==> src/rtl/slot_pwr_pkg.sv <==
package slot_pwr_pkg;

    localparam int NUM_RAILS = 3;
    localparam int RAIL_MAIN = 0;
    localparam int RAIL_SEC  = 1;
    localparam int RAIL_AUX  = 2;

    typedef enum logic [1:0] {
        RS_FLOAT   = 2'd0,
        RS_CONNECT = 2'd1,
        RS_GROUND  = 2'd2
    } rail_state_e;

    typedef enum logic [2:0] {
        M_UNPOWERED  = 3'd0,
        M_SHUTDOWN   = 3'd1,
        M_EMPTY      = 3'd2,
        M_THERMAL    = 3'd3,
        M_LOCKED_OFF = 3'd4,
        M_STANDBY    = 3'd5,
        M_AUX_ONLY   = 3'd6,
        M_ACTIVE     = 3'd7
    } slot_mode_e;

    typedef struct packed {
        logic                 shdn_n;
        logic                 stby_n;
        logic                 card;
        logic [NUM_RAILS-1:0] uvlo;
        logic                 therm;
    } slot_req_t;

    // Desired state of one rail in a given mode.
    function automatic rail_state_e rail_target(input slot_mode_e mode, input int rail);
        rail_state_e t;
        case (mode)
            M_UNPOWERED:  t = RS_FLOAT;
            M_SHUTDOWN:   t = RS_GROUND;
            M_EMPTY:      t = RS_GROUND;
            M_THERMAL:    t = RS_FLOAT;
            M_LOCKED_OFF: t = RS_FLOAT;
            M_STANDBY,
            M_AUX_ONLY:   t = (rail == RAIL_AUX) ? RS_CONNECT : RS_FLOAT;
            M_ACTIVE:     t = RS_CONNECT;
            default:      t = RS_FLOAT;
        endcase
        return t;
    endfunction

    // Next state with a one-cycle floating step between connect and ground.
    function automatic rail_state_e rail_step(input rail_state_e cur, input rail_state_e tgt);
        if (cur != tgt && cur != RS_FLOAT && tgt != RS_FLOAT)
            return RS_FLOAT;
        return tgt;
    endfunction

endpackage

==> src/rtl/slot_mode_decoder.sv <==
module slot_mode_decoder
    import slot_pwr_pkg::*;
(
    input  logic       clk,
    input  logic       rst,
    input  slot_req_t  req,
    output slot_mode_e mode
);

    logic off_mem;
    logic locked;

    // Remember a standby request that arrived while the slot was empty.
    always_ff @(posedge clk) begin
        if (rst)
            off_mem <= 1'b0;
        else if (req.stby_n)
            off_mem <= 1'b0;
        else if (!req.card)
            off_mem <= 1'b1;
    end

    assign locked = off_mem & ~req.stby_n;

    always_comb begin
        if (req.uvlo[RAIL_AUX])
            mode = M_UNPOWERED;
        else if (!req.shdn_n)
            mode = M_SHUTDOWN;
        else if (!req.card)
            mode = M_EMPTY;
        else if (req.therm)
            mode = M_THERMAL;
        else if (locked)
            mode = M_LOCKED_OFF;
        else if (!req.stby_n)
            mode = M_STANDBY;
        else if (req.uvlo[RAIL_MAIN] | req.uvlo[RAIL_SEC])
            mode = M_AUX_ONLY;
        else
            mode = M_ACTIVE;
    end

endmodule

==> src/rtl/slot_rail_driver.sv <==
module slot_rail_driver
    import slot_pwr_pkg::*;
(
    input  logic        clk,
    input  logic        rst,
    input  rail_state_e target,
    output logic        sw_en,
    output logic        dis_en
);

    rail_state_e cur;

    always_ff @(posedge clk) begin
        if (rst)
            cur <= RS_FLOAT;
        else
            cur <= rail_step(cur, target);
    end

    assign sw_en  = (cur == RS_CONNECT);
    assign dis_en = (cur == RS_GROUND);

endmodule

==> src/rtl/slot_oc_filter.sv <==
module slot_oc_filter #(
    parameter int unsigned DEGLITCH_CYCLES = 2_000_000,
    parameter int unsigned N_SRC           = 3
) (
    input  logic             clk,
    input  logic             rst,
    input  logic [N_SRC-1:0] oc_raw,
    output logic             oc_flag_n
);

    localparam int unsigned CW = $clog2(DEGLITCH_CYCLES + 1);
    localparam logic [CW-1:0] LAST = CW'(DEGLITCH_CYCLES - 1);

    logic          raw_any;
    logic          filt;
    logic [CW-1:0] cnt;

    assign raw_any = |oc_raw;

    // The count runs only while the raw level disagrees with the filtered one.
    always_ff @(posedge clk) begin
        if (rst) begin
            filt <= 1'b0;
            cnt  <= '0;
        end else if (raw_any == filt) begin
            cnt <= '0;
        end else if (cnt == LAST) begin
            filt <= raw_any;
            cnt  <= '0;
        end else begin
            cnt <= cnt + 1'b1;
        end
    end

    assign oc_flag_n = ~filt;

endmodule

==> src/rtl/slot_power_ctrl.sv <==
module slot_power_ctrl
    import slot_pwr_pkg::*;
#(
    parameter int unsigned DEGLITCH_CYCLES = 2_000_000
) (
    input  logic                 clk,
    input  logic                 rst,
    input  logic                 shdn_n,
    input  logic                 stby_n,
    input  logic                 cp_a_n,
    input  logic                 cp_b_n,
    input  logic [NUM_RAILS-1:0] uvlo,
    input  logic [NUM_RAILS-1:0] oc,
    input  logic                 therm_fault,
    output logic [NUM_RAILS-1:0] sw_en,
    output logic [NUM_RAILS-1:0] dis_en,
    output logic                 oc_flag_n
);

    slot_req_t  req;
    slot_mode_e mode;

    always_comb begin
        req.shdn_n = shdn_n;
        req.stby_n = stby_n;
        req.card   = ~(cp_a_n & cp_b_n);
        req.uvlo   = uvlo;
        req.therm  = therm_fault;
    end

    slot_mode_decoder u_mode (
        .clk  (clk),
        .rst  (rst),
        .req  (req),
        .mode (mode)
    );

    for (genvar r = 0; r < NUM_RAILS; r++) begin : g_rail
        rail_state_e tgt;
        assign tgt = rail_target(mode, r);

        slot_rail_driver u_drv (
            .clk    (clk),
            .rst    (rst),
            .target (tgt),
            .sw_en  (sw_en[r]),
            .dis_en (dis_en[r])
        );
    end

    slot_oc_filter #(
        .DEGLITCH_CYCLES (DEGLITCH_CYCLES),
        .N_SRC           (NUM_RAILS)
    ) u_oc (
        .clk       (clk),
        .rst       (rst),
        .oc_raw    (oc),
        .oc_flag_n (oc_flag_n)
    );

endmodule

==> config.mk <==
export PLATFORM = sky130hd
export DESIGN_NAME = slot_power_ctrl
export DESIGN_NICKNAME = d
export VERILOG_FILES = /design/src/rtl/slot_pwr_pkg.sv /design/src/rtl/slot_mode_decoder.sv /design/src/rtl/slot_rail_driver.sv /design/src/rtl/slot_oc_filter.sv /design/src/rtl/slot_power_ctrl.sv
export SDC_FILE = /design/constraint.sdc
export NUM_CORES = 1
export LEC_CHECK = 0
export CAP_MARGIN = 0
export CORE_ASPECT_RATIO = 0.5
export CORE_UTILIZATION = 50
export CTS_BUF_LIST = sky130_fd_sc_hd__clkbuf_4 sky130_fd_sc_hd__clkbuf_8
export CTS_CLUSTER_DIAMETER = 120
export CTS_CLUSTER_SIZE = 24
export DETAILED_ROUTE_END_ITERATION = 16
export GPL_ROUTABILITY_DRIVEN = 1
export PLACE_DENSITY = 0.84
export SLEW_MARGIN = 20
export SYNTH_ARGS = -nofsm -noshare
export SYNTH_HDL_FRONTEND = slang
export SYNTH_SLANG_ARGS = --single-unit
export TNS_END_PERCENT = 10
==> constraint.sdc <==
create_clock -name clk -period 1.6 [get_ports clk]
set_clock_uncertainty 0.1 [all_clocks]
set_input_delay 0.24 -clock clk [delete_from_list [all_inputs] [get_ports clk]]
set_output_delay 0.24 -clock clk [all_outputs]
set_load 0.02 [all_outputs]
* Word level (Yosys, flattened, before mapping)
Memory sizes are Yosys's and may differ from the RTL's.
Cells that the tools add are included.
** Word-level totals
- Register bits after elaboration :: 29
- Memory bits (read-only) :: 48
- Memories kept :: 3
- Input bits :: 13
- Output and inout port bits :: 7
** Memory list
- (name not given) :: depth 8, bits a word 2, rd ports 1, clocked after memory_dff 0, write ports 0, line slot_pwr_pkg.sv:36 : case (mode)
- (name not given) :: depth 8, bits a word 2, rd ports 1, clocked after memory_dff 0, write ports 0, line slot_pwr_pkg.sv:36
- (name not given) :: depth 8, bits a word 2, rd ports 1, clocked after memory_dff 0, write ports 0, line slot_pwr_pkg.sv:36
** Cells by class
- Reductions and logical operators :: 16
- Multiplexer cells :: 19
- $add $sub $neg :: 1
- Equality and inequality tests :: 11
- Bitwise gates (word level) :: 6
** Operator list (number)
- 21-bit by 1-bit adder with 21-bit output, second input constant :: 1
- 21-bit == test, second input constant :: 1
- 3-bit two-way mux :: 6
- 2-bit two-way mux :: 6
- 2-bit nonzero test :: 6
- 1-bit two-way mux :: 7
- 2-bit by 1-bit == test with 1-bit output, second input constant :: 3
- 2-bit == test, second input constant :: 3
- 1-bit logical AND :: 6
- 2-bit inequality test :: 3
- 3-bit OR reduction :: 2
- 1-bit NOT :: 3
- 1-bit bitwise AND :: 2
- 2-bit AND reduction :: 1
- 2-bit OR reduction :: 1
- 1-bit == test :: 1
- 1-bit bitwise OR :: 1

* Longest topological paths before layout
Gate-level depths: netlist (run 1).
An unclocked memory read counts as a cell.
- Depth in word-level cells :: 15
- Mapped depth :: 7

* By module
From an unflattened synthesis (run 1), not the netlist that was laid out.
** Unflattened totals
- Cells, all modules :: 172
- Area, all modules :: 1501.4 µm²
** By module, submodules not included
- slot_oc_filter :: cells an instance 117, area an instance 1002.2 µm², times used 1, seq. area each 440.4 µm²
- slot_rail_driver :: cells an instance 12, area an instance 112.6 µm², times used 3, seq. area each 40.0 µm²
- slot_mode_decoder :: cells an instance 11, area an instance 98.8 µm², times used 1, seq. area each 20.0 µm²
- slot_power_ctrl :: cells an instance 8, area an instance 62.6 µm², times used 1, seq. area each 0.0 µm²

* Worst setup path after synthesis (run 1)
No wires, ideal clock.
- Path kind :: register to register
- Start point :: register u_oc.cnt[0]
- End point :: register u_oc.cnt[20]
- Data required time :: 1430 ps
- Arrival :: 1590 ps
- Clock period less this slack :: 1760 ps
- Cell stages (with the launch flop) :: 7
- Setup slack :: -160 ps
- Buffers on the path :: 1
- Cell sequence :: dfxtp_1 ha_1 and3_1 buf_2 nand4_1 or4_1 a21oi_1
** On the way
- Word-level cells in the longest chain between the ends :: 2
** RTL lines
- start: declaration :: line slot_oc_filter.sv:16 : logic [CW-1:0] cnt;
- start signal: assignment :: line slot_oc_filter.sv:31 : cnt <= cnt + 1'b1;
- branches (longest 2 deep; another with 21-bit by 1-bit adder with 21-bit output)
Parallel ways; which one is timed is not known.
A chain may end at the register's enable or synchronous reset.

* Final worst setup path (run 1)
- Start point :: register u_oc.cnt[11]
- End point :: register u_oc.filt
** On the way
- Word-level cells in the longest chain between the ends :: 2
** RTL lines
- 21-bit == test :: line slot_oc_filter.sv:27 : end else if (cnt == LAST) begin
- 2-bit AND reduction (no line)
- end signal: assignment :: line slot_oc_filter.sv:28 : filt <= raw_any;
- end: declaration :: line slot_oc_filter.sv:15 : logic filt;
No other way between the ends.

==> flow_summary.toml, run 1 <==
[run_status]
outcome = "complete, but fails checks"
failed_checks = "negative setup slack"

[final_layout]
fin_nets = 225
fillers = 182
multi_input_area_um2 = 747
final_area_mm2 = 0.00195
diodes = 0
seq_area_um2 = 584
syn_to_final_growth_pct = 39.9
drive_above_1_share = 0.267
final-instance-count-excl-fill = 247

[detailed_routing]
first_pass_iters = 4
first_iter_violations = 62
postRouteAntennaNets = 0
detail_route.wl_per_cell_um = 14.1
routed_wl_um = 3480
vias = 1356
drt_drc_violations_left = 0
viasPerCell = 5.49

[timing]
hold_viol_final = 0
tightestPinTransition_ns = 0.460
period_minus_slack_ns = 1.83
slew_headroom = 0.691
setup_viol = 22
hold_slack_ns = 0.185
slew_violations = 0
rsz0062_at_grt = "yes"
max_freq_mhz = 547
fin_crit_sh = 1.14
tns_ns = -4.41
layout_setup_ws_ns = -0.228

[grt]
grt_pass1_wl_um = 5530
grt_pass1_vias = 1296
grt_overflow = 0
antenna_found_initial = 0
grt_usage = 0.257
grt_max_degree = 22

[worst_setup_path]
worstPathMaxFanout = 2
path_class = "reg2reg"
worstSetupStartpointType = "flop"
crit_required_ns = 1.69
end_kind = "flop"
critPathArrivalTime_ns = 1.92

[clock_tree]
path_clk_slew_ns = 0.07
hold_buffers = 0
clk_latency_ns = 0.29
cts.sinks = 29
htreeDepth = 2
cts_tree = "built"
clockRootBuffer = "clkbuf_8"
numCtsBuffers = 5
clockBufferDepth = 2

[logic_synthesis]
netlist_instances = 157
synth_edf_count = 0
yosys_warnings = 0
syn_nets = 173
ys_top_cells_by_count = "29 x dfxtp_1, 22 x nor2_1, 9 x a21oi_1, 9 x nand4_1"
ys_ff_latch = 29
synth_top_area_share = 0.417
yosysMostFrequentCell = "dfxtp_1"
synth_top_cell_by_area = "dfxtp_1"
syn_avg_cell_area_um2 = 8.88
seq_area_frac_synth = 0.417
synth_area_leaders = "dfxtp_1 42%, nor2_1 5.9%, xnor2_1 4.4%, xor2_1 4.4%, nand4_1 4.0%"
ys.flop_type = "dfxtp_1"
synth_cell_types = 33
synth_area_mm2 = 0.00139
synth-async-reset-ratio = 0

[floorplan]
die_h_um = 39.3
core_area_mm2 = 0.00262
die_x_um = 76.7
die_area_mm2 = 0.00302
floorplan.initialDensity = 0.532
io_pins = 20
floorplan.rows = 13

[placed_design]
routabilityCongestion = 0.823
placement.cell_area_mm2 = 0.00183
dp_hpwl_um = 2490
dpl.cell_count = 237
io_buffers = 19

[pwr]
finalPower_mw = 1.49
power_frac_comb = 0.095
p_leak_nw = 0.815
clkPwrFrac = 0.405
switchingPower_uw = 359
p_sw_frac = 0.241
p_seq_frac = 0.500
p_per_area_mw_per_mm2 = 765
vdd_drop_max_uv = 354
internal-power_mw = 1.13

[run]
max_cap_violations = 0

[hold_path]
holdCritPathClass = "in2reg"
[power by group through the flow]
stage / logic, mW / registers [mW] / clock network (mW)
detailed placement: 0.145 / 0.762 / 0
floorplan: 0.0709 / 0.762 / 0
global placement: 0.138 / 0.762 / 0
global route: 0.156 / 0.747 / 0.652
CTS: 0.142 / 0.746 / 0.615
finish: 0.142 / 0.746 / 0.604
[final timing paths]
path / from / end / slack (ns) / cells past startpoint
min: stby_n / u_mode.off_mem$_SDFFE_PP0P_ / 0.18 / 3
max: u_oc.cnt[11]$_SDFF_PP0_ / u_oc.filt$_SDFFE_PP0P_ / -0.23 / 5
max reg2reg: u_oc.cnt[11]$_SDFF_PP0_ / u_oc.filt$_SDFFE_PP0P_ / -0.23 / 5
min reg2reg: g_rail[1].u_drv.cur[0]$_SDFF_PP0_ / g_rail[1].u_drv.cur[1]$_SDFF_PP0_ / 0.34 / 1
[routing by layer]
layer / vias up / track usage / routed length, um
met2: 48 / 0.491 / 1740
met1: 636 / 0.238 / 1360
met3: 21 / 0.107 / 187
li1: 651 / - / -
met5: - / 0 / 0
met4: 0 / 0.192 / 187
[state kept, by name, indices dropped and copies added (netlist names)]
| signal | count |
|---|---|
| g_rail.u_drv.cur | 6 |
| u_oc.filt | 1 |
| u_mode.off_mem | 1 |
| u_oc.cnt | 21 |
[timing repair]
item / 4_1_cts / 5_1_grt
resized for setup: 13 / 1
pin swaps: 10 / 3
setup buffers: 2 / 0
setup endpoints to repair: 30 / 28
[area by class of cell]
cell class / count / area share
repair buffers: 55 / 0.239
flip-flops and latches: 29 / 0.300
inverters: 5 / 0.00963
well taps: 37 / 0.0237
multi-input cells: 113 / 0.383
clock inverters: 2 / 0.00513
clock buffers: 6 / 0.0392
[worst max-delay path, stage by stage (launching register included)]
cell,delay [ns]
dfxtp_2,0.32
or4b_4,0.54
nor4_4,0.32
buf_4,0.19
a21oi_4,0.05
a311oi_2,0.22
[layout by cell type, fill, tap and decap left out, types with 3 or more instances in the layout]
cell	n
buf_4	35
dfxtp_1	26
nor2_1	22
clkdlybuf4s50_1	11
nand4_1	9
a21oi_1	8
nor2b_1	7
nand3_1	7
xnor2_1	7
xor2_1	7
dlygate4sd2_1	7
o21ai_0	5
inv_1	5
clkbuf_8	5
nand2_1	4
or3_1	4
o31ai_1	3
and2_1	3
nor3_1	3
and4_1	3
dfxtp_2	3
[cells by family (layout without fill, tap and decap cells)]
family	Yosys count	count (layout)	synth area share
DFF	29	29	0.417
adders and majority gates	3	3	0.0269
xor gates and xnor gates	14	14	0.0880
buffers and inverters	15	68	0.0691
AOI/OAI and AO/OA	20	20	0.0853
and+or+nand+nor	76	76	0.314
[metrics by stage]
step | setup WS (ns) | util
after floorplan | -0.114 | -
after global placement | -0.260 | 0.699
after detailed placement | -0.312 | 0.699
after CTS | -0.199 | 0.743
after global routing | -0.265 | 0.744
final | -0.228 | 0.744
(Power assumes the default switching activity.)
==> run 2: changes to the inputs <==
CAP_MARGIN = 20   (was 0)
RECOVER_POWER = 50   (was unset)
==> run 2 against run 1 <==
  * The flow still finishes with violations (negative setup slack)
  * Non-clock buffer count did not move
  * Via count did not move
  * Register-to-register slack barely moved
  * Cell area did not move
  * Final cell count did not move
  * Sequential share of layout area did not move
  * Core utilization did not move
  * Setup slack barely moved
  * Routed wire length did not move
  * Combinational power barely moved
  * Global-route usage did not move
  * Critical path type unchanged
  * Critical endpoint unchanged
  * Largest cell class unchanged
  * Highest routed layer unchanged
==> flow_summary.toml, run 2 (synthesis gave the netlist of run 1 again) <==
[final_layout]
diodes = 0
fin_nets = 225
mostFrequentLayoutCell = "buf_4"
largestRegisters = "u_oc.cnt: 21 flops, g_rail.u_drv.cur: 6 flops"
regMostFlops = "u_oc.cnt"
multi_input_area_um2 = 747
syn_to_final_growth_pct = 39.9
fillers = 182
drive_above_1_share = 0.267
final_cell_mix = "35 x buf_4, 26 x dfxtp_1, 22 x nor2_1"
final-instance-count-excl-fill = 247
largest_reg_flops = 21
seq_area_um2 = 584

[detailed_routing]
detail_route.wl_per_cell_um = 14.1
vias = 1356
postRouteAntennaNets = 0
routed_wl_um = 3480
dr.max_layer_used = "met4"
route.met3.wl_um = 187
viasPerCell = 5.49
wl_met1_um = 1360
first_iter_violations = 62
first_pass_iters = 4
dr_wl_met2_um = 1740
drt_drc_violations_left = 0

[clock_tree]
cts.sinks = 29
numCtsBuffers = 5
path_clk_slew_ns = 0.07
cts_tree = "built"
htreeDepth = 2
clk_latency_ns = 0.29
clockBufferDepth = 2
clockRootBuffer = "clkbuf_8"

[placed_design]
routabilityCongestion = 0.823
io_buffers = 19
dpl.cell_count = 237
dp_slack_ns = -0.312
dp_hpwl_um = 2490

[timing]
layout_setup_ws_ns = -0.228
slew_violations = 0
rsz0062_at_grt = "yes"
hold_viol_final = 0
period_minus_slack_ns = 1.83
max_freq_mhz = 547
slew_headroom = 0.691
setup_viol = 25
tightestPinTransition_ns = 0.460
fin_crit_sh = 1.14
hold_slack_ns = 0.185

[worst_setup_path]
end_kind = "flop"
reg2reg_depth = 5
r2r_slack_ns = -0.23
cp_cell_sequence = "or4b_4 -> nor4_4 -> buf_4 -> a21oi_4 -> a311oi_2"
worstPathMaxFanout = 2
path_class = "reg2reg"
cpPeakStageDelay_ns = 0.54
crit_required_ns = 1.69
worstSetupStartpointType = "flop"
crit_slowest_cell = "or4b_4"
critPathArrivalTime_ns = 1.92

[hold_path]
holdCritPathClass = "in2reg"
min_path_cells = 3

[pwr]
vdd_drop_max_uv = 354
power_frac_comb = 0.095
p_per_area_mw_per_mm2 = 765
p_sw_frac = 0.241
clkPwrFrac = 0.405
switchingPower_uw = 359
p_leak_nw = 0.815
p_seq_frac = 0.500
internal-power_mw = 1.13

[floorplan]
die_x_um = 76.7
floorplan.rows = 13
core_area_mm2 = 0.00262
die_h_um = 39.3
io_pins = 20
floorplan.initialDensity = 0.532
die_area_mm2 = 0.00302

[grt]
grt_pass1_wl_um = 5530
grt_max_degree = 22
antenna_found_initial = 0
grt_usage = 0.257
grt_overflow = 0
grt_pass1_vias = 1296

[run_status]
outcome = "complete, but fails checks"
failed_checks = "negative setup slack"

[run]
max_cap_violations = 0
-- run 2: cell types whose count changed in the layout (fill, tap and decap cells not counted), sizes merged --
| cell | before | now |
|---|---|---|
| dlygate4sd3 | 0 | 1 |
| clkdlybuf4s50 | 11 | 10 |
-- run 2: critical path, delay by kind of cell (launching register included) --
kind	cells	cell delay, ns
and+or+nand+nor	2	0.86
DFF	1	0.32
AOI/OAI and AO/OA	2	0.27
buffers and inverters	1	0.19
-- run 2: path summary, 6_finish.rpt --
kind	from	end
max	u_oc.cnt[11]$_SDFF_PP0_	u_oc.filt$_SDFFE_PP0P_
min	stby_n	u_mode.off_mem$_SDFFE_PP0P_
max reg2reg	u_oc.cnt[11]$_SDFF_PP0_	u_oc.filt$_SDFFE_PP0P_
min reg2reg	g_rail[1].u_drv.cur[0]$_SDFF_PP0_	g_rail[1].u_drv.cur[1]$_SDFF_PP0_
-- run 2: what timing repair did --
item / 4_1_cts / 5_1_grt
hold buffers: 0 / 0
setup buffers: 2 / 0
endpoints found under the hold margin: 0 / 0
setup endpoints to repair: 30 / 28
pin swaps: 10 / 3
gates resized for setup: 13 / 1
-- run 2: layer usage --
layer | up-vias | track usage
met1 | 636 | 0.238
li1 | 651 | -
met2 | 48 | 0.491
met3 | 21 | 0.107
met4 | 0 | 0.192
met5 | - | 0
-- run 2: area by class of cell --
type                            instances  share of cell area
Multi-Input combinational cell        113               0.383
Sequential cell                        29               0.300
Timing Repair Buffer                   55               0.239
Clock buffer                            6              0.0392
Tap cell                               37              0.0237
Inverter                                5             0.00963
Clock inverter                          2             0.00513
-- run 2: power groups by stage --
stage | clock network, mW | logic [mW] | registers, mW
after CTS | 0.615 | 0.142 | 0.746
after global routing | 0.652 | 0.155 | 0.747
after detailed placement | 0 | 0.145 | 0.762
final | 0.604 | 0.141 | 0.746
after floorplan | 0 | 0.0709 | 0.762
after global placement | 0 | 0.138 | 0.762
-- run 2: per-stage QoR --
step                TNS [ns]  power, mW   util  area, um2
global route           -5.70       1.55  0.744       1950
global placement       -4.28      0.900  0.699       1830
CTS                    -3.98       1.50  0.743       1950
finish                 -4.43       1.49  0.744       1950
floorplan              -2.20      0.833      -       1410
detailed placement     -5.92      0.907  0.699       1830
==> run 3: changes to the inputs <==
CORE_UTILIZATION = 51   (was 50)
PLACE_DENSITY = 0.85   (was 0.84)
SYNTH_HIERARCHICAL = 1   (was unset)
==> run 3 against run 2 <==
  * The run still ends with negative setup slack left
  * Synthesized cell count is 9.6% higher
  * Die area is 5.4% higher
  * Sequential share of layout area is 2.8 points lower
  * First-iteration DRC count is 76% higher
  * Core utilization is 9.5 points higher
  * Fmax is 4.7% lower
  * Via count is 17% higher
  * Combinational power is 45% higher
==> flow_summary.toml, run 3 <==
[placed_design]
io_buffers = 19
dpl.cell_count = 252
routabilityCongestion = 0.825
placement.cell_area_mm2 = 0.00198
dp_hpwl_um = 2400

[floorplan]
core_area_mm2 = 0.00268
floorplan.rows = 13
die_area_mm2 = 0.00318
die_h_um = 40.4
io_pins = 20
floorplan.initialDensity = 0.559
die_x_um = 78.7

[final_layout]
final_cell_mix = "24 x buf_4, 16 x dfxtp_2, 15 x nor2_1"
drive_above_1_share = 0.458
largestRegisters = "u_oc/cnt: 21 flops, g_rail.u_drv/cur: 6 flops"
largest_reg_flops = 21
syn_to_final_growth_pct = 50.1
fin_util = 0.840
mostFrequentLayoutCell = "buf_4"
fin_nets = 242
diodes = 0
final-instance-count-excl-fill = 264
final_area_mm2 = 0.00225
regMostFlops = "u_oc/cnt"

[run_status]
outcome = "complete, but fails checks"
failed_checks = "negative setup slack"

[logic_synthesis]
synth-async-reset-ratio = 0
synth_area_mm2 = 0.00150
seq_area_frac_synth = 0.387
synth_area_leaders = "dfxtp_1 39%, xnor2_1 5.8%, nand3_1 4.0%, nor2_1 4.0%, a21oi_2 3.5%"
syn_avg_cell_area_um2 = 8.73
ys.flop_type = "dfxtp_1"
yosys_warnings = 6
ys_ff_latch = 29
netlist_instances = 172
synth_cell_types = 38
synth_edf_count = 0
synth_top_area_share = 0.387
yosysMostFrequentCell = "dfxtp_1"
ys_top_cells_by_count = "29 x dfxtp_1, 16 x nor2_1, 12 x nand3_1"
synth_top_cell_by_area = "dfxtp_1"
syn_nets = 188

[timing]
layout_setup_ws_ns = -0.318
slew_headroom = 0.774
rsz0062_at_grt = "yes"
period_minus_slack_ns = 1.92
fin_crit_sh = 1.20
setup_viol = 23
tightestPinTransition_ns = 0.337
slew_violations = 0
hold_viol_final = 0
max_freq_mhz = 521

[worst_setup_path]
critPathArrivalTime_ns = 2.02
cp_cell_sequence = "nand4_1 -> or4_4 -> or4_1 -> a21oi_1"
crit_buf_inv = 0
r2r_slack_ns = -0.32
end_kind = "flop"
crit_required_ns = 1.70
worstPathMaxFanout = 8
cpPeakStageDelay_ns = 0.60
reg2reg_depth = 4
worst_path_dominant_cell_family = "simple AND/OR/NAND/NOR gates"
r2r_start = "u_oc/cnt[7]$_SDFF_PP0_"
worstSetupStartpointType = "flop"
path_class = "reg2reg"
crit_slowest_cell = "or4_4"
rr_endpoint = "u_oc/cnt[18]$_SDFF_PP0_"

[grt]
grt_pass1_wl_um = 6000
grt_max_degree = 12
grt_usage = 0.262
grt_pass1_vias = 1343
antenna_found_initial = 0
grt_overflow = 0

[pwr]
finalPower_mw = 1.64
vdd_drop_max_uv = 727
p_leak_nw = 0.917
p_per_area_mw_per_mm2 = 729

[clock_tree]
clockBufferDepth = 2
hold_buffers = 0
path_clk_slew_ns = 0.07
cts_tree = "built"
htreeDepth = 2
cts.sinks = 29
clk_latency_ns = 0.28
numCtsBuffers = 5
clockRootBuffer = "clkbuf_8"

[detailed_routing]
postRouteAntennaNets = 0
drt_drc_violations_left = 0
first_pass_iters = 4
viasPerCell = 6.01
first_iter_violations = 109
vias = 1587
detail_route.wl_per_cell_um = 18.3
routed_wl_um = 4840

[hold_path]
hold-path-endpoint = "u_mode/off_mem$_SDFFE_PP0N_"
holdCritPathClass = "in2reg"
worstHoldStart = "stby_n"
min_path_cells = 2

[run]
max_cap_violations = 0
run 3: through the flow:
step | setup slack (ns) | hold slack, ns | TNS, ns
2_1_floorplan | -0.264 | 0.212 | -2.44
3_3_place_gp | -0.724 | 0.337 | -7.59
3_5_place_dp | -0.821 | 0.350 | -9.30
4_1_cts | -0.244 | 0.0581 | -2.29
5_1_grt | -0.316 | 0.0497 | -4.42
6_report | -0.318 | 0.0495 | -3.19
run 3: worst max-delay path by stage:
| stage | startpoint | endpoint | slack (ns) | depth (start not counted) |
|---|---|---|---|---|
| after floorplan | u_oc/cnt[1]$_SDFF_PP0_ | u_oc/cnt[18]$_SDFF_PP0_ | -0.26 | 6 |
| after global placement | stby_n | g_rail[1].u_drv/cur[0]$_SDFF_PP0_ | -0.72 | 8 |
| after detailed placement | stby_n | g_rail[1].u_drv/cur[0]$_SDFF_PP0_ | -0.82 | 8 |
| after CTS | u_oc/cnt[7]$_SDFF_PP0_ | u_oc/cnt[19]$_SDFF_PP0_ | -0.24 | 4 |
| after global routing | u_oc/cnt[7]$_SDFF_PP0_ | u_oc/cnt[18]$_SDFF_PP0_ | -0.32 | 4 |
| final | u_oc/cnt[7]$_SDFF_PP0_ | u_oc/cnt[18]$_SDFF_PP0_ | -0.32 | 4 |
run 3: what timing repair did:
item,in CTS,in global routing
pin swaps,20,6
resized for setup,40,25
endpoints found under the setup margin,34,32
buffers inserted,3,0
gates cloned,1,0
run 3: worst register-to-register path, cell delays in order, from the launching register on:
cell	delay [ns]
dfxtp_2	0.33
nand4_1	0.20
or4_4	0.60
or4_1	0.44
a21oi_1	0.17
run 3: layout make-up:
class	instances	area [um2]
fill	130	430
multi-input combinational	130	1040
inverter	10	37.5
tap	37	46.3
clock buffer	7	96.3
timing repair buffer	50	419
clock inverter	1	5.00
sequential	29	612
run 3: where the power goes:
part / leakage (nW) / internal (mW) / total, mW / switching, mW
Clock: 0.0542 / 0.388 / 0.679 / 0.290
Combinational: 0.618 / 0.108 / 0.205 / 0.0969
Sequential: 0.244 / 0.738 / 0.760 / 0.0220
run 3: cell families (layout without fill, tap and decap cells):
logic type	Yosys count	after routing	share of synthesized area
adder cells (fa/ha/maj)	3	3	0.0250
XOR/XNOR	13	13	0.0758
flip-flops	29	29	0.387
AO/OA/AOI/OAI	31	31	0.145
AND/OR/NAND/NOR	82	83	0.332
buffers and inverters	14	68	0.0358
run 3: metal layers:
metal | GRT usage | share of wire | vias to the layer above
li1 | - | - | 714
met1 | 0.287 | 0.41 | 752
met2 | 0.493 | 0.46 | 92
met3 | 0.0795 | 0.080 | 29
met4 | 0.130 | 0.046 | 0
met5 | 0 | 0 | -
